===== config.mk =====
export PLATFORM = sky130hd
export DESIGN_NAME = i2c_byte_shifter
export DESIGN_NICKNAME = d
export VERILOG_FILES = /design/src/rtl/i2c_shift_pkg.sv /design/src/rtl/i2c_sr_guard.sv /design/src/rtl/i2c_sr_bitcnt.sv /design/src/rtl/i2c_sr_datapath.sv /design/src/rtl/i2c_byte_shifter.sv
export SDC_FILE = /design/constraint.sdc
export NUM_CORES = 1
export LEC_CHECK = 0
export ABC_AREA = 1
export BUFFER_PORTS_ARGS = -buffer_cell sky130_fd_sc_hd__buf_2
export CORE_UTILIZATION = 45
export DETAILED_ROUTE_END_ITERATION = 8
export PLACE_DENSITY_LB_ADDON = 0.2
export SETUP_SLACK_MARGIN = 0.4
export SLEW_MARGIN = 20
export SYNTH_ARGS = -nofsm -noshare
export SYNTH_HDL_FRONTEND = slang
export SYNTH_SLANG_ARGS = --single-unit

===== constraint.sdc =====
create_clock -name clk -period 3.2 [get_ports clk]
set_clock_uncertainty 0.1 [all_clocks]
set_input_delay 0.8 -clock clk [delete_from_list [all_inputs] [get_ports clk]]
set_output_delay 0.8 -clock clk [all_outputs]
set_load 0.03 [all_outputs]

===== src/rtl/i2c_shift_pkg.sv =====
package i2c_shift_pkg;
   localparam int unsigned BYTE_W_DEF   = 8;
   localparam int unsigned GUARD_DEF    = 8;

   typedef struct packed {
      logic rise;
      logic fall;
   } scl_evt_t;

   function automatic int unsigned cnt_width(input int unsigned n);
      return (n < 2) ? 1 : $clog2(n);
   endfunction
endpackage


===== src/rtl/i2c_sr_guard.sv =====
module i2c_sr_guard #(
   parameter int unsigned GUARD_CYCLES = 8
) (
   input  logic clk,
   input  logic rst_n,
   input  logic master_mode,
   output logic block
);
   localparam int unsigned GW = $clog2(GUARD_CYCLES + 2);

   generate
      if (GUARD_CYCLES == 0) begin : g_noguard
         assign block = 1'b0;
      end else begin : g_guard
         logic          mm_q;
         logic [GW-1:0] remain;
         logic          mm_drop;

         assign mm_drop = mm_q & ~master_mode;
         assign block   = mm_drop | (remain != '0);

         always_ff @(posedge clk) begin
            if (!rst_n) begin
               mm_q   <= 1'b0;
               remain <= '0;
            end else begin
               mm_q <= master_mode;
               if (mm_drop)
                  remain <= GW'(GUARD_CYCLES);
               else if (remain != '0)
                  remain <= remain - 1'b1;
            end
         end
      end
   endgenerate
endmodule


===== src/rtl/i2c_sr_bitcnt.sv =====
module i2c_sr_bitcnt #(
   parameter int unsigned DATA_W = 8
) (
   input  logic clk,
   input  logic rst_n,
   input  logic clear,
   input  logic step,
   output logic done
);
   localparam int unsigned CW   = i2c_shift_pkg::cnt_width(DATA_W);
   localparam logic [CW-1:0] LAST = CW'(DATA_W - 1);

   logic [CW-1:0] cnt;

   always_ff @(posedge clk) begin
      if (!rst_n) begin
         cnt  <= '0;
         done <= 1'b0;
      end else if (clear) begin
         cnt  <= '0;
         done <= 1'b0;
      end else if (step && !done) begin
         if (cnt == LAST) begin
            cnt  <= '0;
            done <= 1'b1;
         end else begin
            cnt <= cnt + 1'b1;
         end
      end
   end
endmodule


===== src/rtl/i2c_sr_datapath.sv =====
module i2c_sr_datapath #(
   parameter int unsigned DATA_W = 8
) (
   input  logic              clk,
   input  logic              rst_n,
   input  logic              load,
   input  logic [DATA_W-1:0] load_data,
   input  logic              shift,
   input  i2c_shift_pkg::scl_evt_t evt,
   input  logic              sda_in,
   output logic [DATA_W-1:0] q
);
   logic sample_q;

   always_ff @(posedge clk) begin
      if (!rst_n)
         sample_q <= 1'b0;
      else if (evt.rise)
         sample_q <= sda_in;
   end

   always_ff @(posedge clk) begin
      if (!rst_n)
         q <= '0;
      else if (load)
         q <= load_data;
      else if (shift)
         q <= {q[DATA_W-2:0], sample_q};
   end
endmodule


===== src/rtl/i2c_byte_shifter.sv =====
module i2c_byte_shifter #(
   parameter int unsigned DATA_W       = i2c_shift_pkg::BYTE_W_DEF,
   parameter int unsigned GUARD_CYCLES = i2c_shift_pkg::GUARD_DEF
) (
   input  logic              clk,
   input  logic              rst_n,
   input  logic              wr_en,
   input  logic [DATA_W-1:0] wr_data,
   output logic [DATA_W-1:0] rd_data,
   input  logic              serial_en,
   input  logic              master_mode,
   input  logic              scl_rise,
   input  logic              scl_fall,
   input  logic              sda_in,
   output logic              sda_out,
   output logic              clk_start_req,
   output logic              byte_done
);
   generate
      if (DATA_W < 2) begin : g_bad_width
         $error("i2c_byte_shifter: DATA_W must be at least 2");
      end
   endgenerate

   i2c_shift_pkg::scl_evt_t evt;
   logic guard_block;
   logic wr_accept;
   logic do_shift;
   logic req_q;

   assign evt.rise  = scl_rise;
   assign evt.fall  = scl_fall;

   i2c_sr_guard #(.GUARD_CYCLES(GUARD_CYCLES)) u_guard (
      .clk         (clk),
      .rst_n       (rst_n),
      .master_mode (master_mode),
      .block       (guard_block)
   );

   assign wr_accept = wr_en & serial_en & ~guard_block;
   assign do_shift  = evt.fall & serial_en & ~byte_done & ~wr_accept;

   i2c_sr_bitcnt #(.DATA_W(DATA_W)) u_cnt (
      .clk   (clk),
      .rst_n (rst_n),
      .clear (wr_accept),
      .step  (do_shift),
      .done  (byte_done)
   );

   i2c_sr_datapath #(.DATA_W(DATA_W)) u_dp (
      .clk       (clk),
      .rst_n     (rst_n),
      .load      (wr_accept),
      .load_data (wr_data),
      .shift     (do_shift),
      .evt       (evt),
      .sda_in    (sda_in),
      .q         (rd_data)
   );

   always_ff @(posedge clk) begin
      if (!rst_n)
         req_q <= 1'b0;
      else
         req_q <= wr_accept & master_mode;
   end

   assign clk_start_req = req_q;
   assign sda_out       = rd_data[DATA_W-1];
endmodule


==> flow_metrics.env <==
export IMPL_power_density_nw_per_um2=621
export IMPL_synthCells=125
export IMPL_fp_row_count=16
export IMPL_pre_cts_slack_ns=1.23
export IMPL_firstDrtPassIters=3
export IMPL_fillers=200
export IMPL_grt_max_degree=21
export IMPL_hold_viol_final=0
export IMPL_syn_area_um2=965
export IMPL_die_height_um=48.3
export IMPL_combPwrFrac_pct=38.5
export IMPL_ys_async_sr_fraction_pct=0
export IMPL_drtIter0Drc=12
export IMPL_drc=0
export IMPL_vdd_drop_max_mv=0.342
export IMPL_netlist_top_cells_count="34 x nand3_1, 19 x dfxtp_1, 17 x inv_1"
export IMPL_ys_seq_area_share_pct=39.4
export IMPL_dp_hpwl_um=1340
export IMPL_power_switching_uw=274
export IMPL_worst_pin_slew_ns=0.550
export IMPL_cts_sinks=19
export IMPL_p_clk_share_pct=17.6
export IMPL_cts_resized=0
export IMPL_root_buffer="clkbuf_4"
export IMPL_rsz0062_at_grt="false"
export IMPL_seq_power_share_pct=43.9
export IMPL_slew_headroom_pct=63.3
export IMPL_diodes=0
export IMPL_synthFlopType="dfxtp_1"
export IMPL_final_layout_size_suffix_gt1_share_pct=27.5
export IMPL_path_clk_slew_ns=0.11
export IMPL_crit_path_start_kind="register"
export IMPL_cp_max_fo=20
export IMPL_cp_arrival_ns=1.94
export IMPL_syn_avg_cell_area_um2=7.72
export IMPL_nets=170
export IMPL_grt_overflow_total=0
export IMPL_die_area_um2=2330
export IMPL_cts_tree="built"
export IMPL_synth_edf_count=0
export IMPL_cp_required_ns=3.29
export IMPL_via_per_inst=4.97
export IMPL_period_minus_slack_ns=1.86
export IMPL_grt_pass1_wl_um=3170
export IMPL_antenna_found_initial=0
export IMPL_portBuffers=26
export IMPL_area_delta_synth_final_pct=14.4
export IMPL_maxCapViolCount=0
export IMPL_io_pins=27
export IMPL_place_congestion=0.755
export IMPL_max_freq_mhz=539
export IMPL_regArea_um2=380
export IMPL_synth_area_leaders="dfxtp_1 39%, nand3_1 18%, inv_1 6.6%"
export IMPL_status="completed"
export IMPL_p_sw_share_pct=40.0
export IMPL_setup_violations=0
export IMPL_cts_buffer_depth=2
export IMPL_coreArea_um2=1980
export IMPL_internal_power_uw=411
export IMPL_hp_class="register to register"
export IMPL_yosys_area_top_type="dfxtp_1"
export IMPL_die_x_um=48.3
export IMPL_cts_htree_levels=1
export IMPL_end_kind="register"
export IMPL_yosys_cell_count_top_type="nand3_1"
export IMPL_hold_buffers=0
export IMPL_wl_per_cell_um=10.4
export IMPL_cts_setup_buffers=0
export IMPL_netlist_area_leader_share_pct=39.4
export IMPL_maxSlewViolCount=0
export IMPL_track_usage_pct=17.3
export IMPL_routed_wl_um=1830
export IMPL_cts_buffers=3
export IMPL_synthDistinctLibCells=22
export IMPL_p_leak_nw=0.599
export IMPL_grt_pass1_vias=778
export IMPL_fin_ws_ns=1.34
export IMPL_multi_input_area_um2=460
export IMPL_ys_warnings_count=0
export IMPL_finalCritPeriodShare_pct=58.0
export IMPL_fin_tns_setup_ns=0
export IMPL_ys_ff_latch=19
export IMPL_clk_latency_ns=0.29
export IMPL_start_util_pct=48.7
export IMPL_antenna_violating_nets_post_route=0
export IMPL_dr_total_vias=875
export IMPL_crit_type="register to register"
export IMPL_synth_nets=145
## cell families (layout without fill, tap and decap cells)
| kind of cell | count (synthesis) | after routing | share of synthesized area [%] |
|---|---|---|---|
| and+or+nand+nor | 69 | 69 | 36.4 |
| buffers and inverters | 25 | 49 | 12.8 |
| DFF | 19 | 19 | 39.4 |
| AOI/OAI and AO/OA | 7 | 7 | 5.19 |
| adders and majority gates | 4 | 4 | 5.19 |
| xor gates and xnor gates | 1 | 1 | 0.908 |
## worst max-delay path, stage by stage, from the launching register on
cell and delay, ns:
dfxtp_1 0.33, inv_1 0.11, ha_1 0.16, nand2_1 0.08
nor2_2 0.44, nand2_4 0.24, nand2_1 0.23, nor3_2 0.07
## sequential cells by signal, indices dropped and copies added, names as in the netlist
name / count
u_dp.q: 8
u_guard.g_guard.remain: 4
u_cnt.cnt: 3
clk_start_req: 1
u_cnt.done: 1
u_dp.sample_q: 1
u_guard.g_guard.mm_q: 1
## worst paths after layout
path / startpoint / end / slack [ns] / cells after the start
worst max-delay path: u_guard.g_guard.remain[0] / u_cnt.cnt[0] / 1.34 / 7
worst min-delay path: u_guard.g_guard.remain[0] / u_guard.g_guard.remain[0] / 0.38 / 2
worst min register to register: u_guard.g_guard.remain[0] / u_guard.g_guard.remain[0] / 0.38 / 2
worst max register to register: u_guard.g_guard.remain[0] / u_cnt.cnt[0] / 1.34 / 7
## layout make-up
| cell class | count | area share, % |
|---|---|---|
| sequential | 19 | 34.5 |
| inverter | 19 | 6.46 |
| tap | 27 | 3.06 |
| clock inverter | 1 | 0.454 |
| clock buffer | 3 | 2.04 |
| multi-input combinational | 81 | 41.7 |
| timing repair buffer | 26 | 11.8 |
## per-stage QoR
step	cell area (um2)	power, mW	hold WS (ns)	util (%)	cells
after floorplan	965	0.535	0.343	-	125
after global placement	1080	0.559	0.355	54.3	172
after detailed placement	1080	0.572	0.363	54.3	172
after CTS	1100	0.692	0.381	55.7	176
after global routing	1100	0.745	0.429	55.7	176
final	1100	0.685	0.378	55.7	176
## layer usage
| metal | part of all wire, % | track usage [%] | vias up | wire (um) |
|---|---|---|---|---|
| met5 | 0 | 0 | - | 0 |
| met2 | 45 | 28.4 | 25 | 832 |
| met3 | 4.1 | 4.09 | 4 | 75 |
| met4 | 1.5 | 7.35 | 0 | 27 |
| met1 | 49 | 21.6 | 391 | 896 |
| li1 | - | - | 455 | - |
## placed cells by master (no fill, tap or decap)
cell and n:
a211oi_1 1, a21oi_1 3, a21oi_4 1, a31oi_1 1, buf_2 26, clkbuf_4 3, clkinv_2 1, dfxtp_1 19
ha_1 4, inv_1 17, inv_2 2, nand2_1 16, nand2_2 1, nand2_4 2, nand3_1 34, nand3_2 1
nand3b_1 1, nor2_1 9, nor2_2 1, nor3_1 1, nor3_2 3, o21ai_0 1, xnor2_1 1
## power groups by stage
stage	sequential, mW	clock (mW)	combinational (mW)
after global placement	0.305	0	0.253
after detailed placement	0.306	0	0.266
final	0.301	0.120	0.264
after floorplan	0.328	0	0.207
after global routing	0.306	0.136	0.303
after CTS	0.301	0.124	0.267
(Power assumes the default switching activity.)
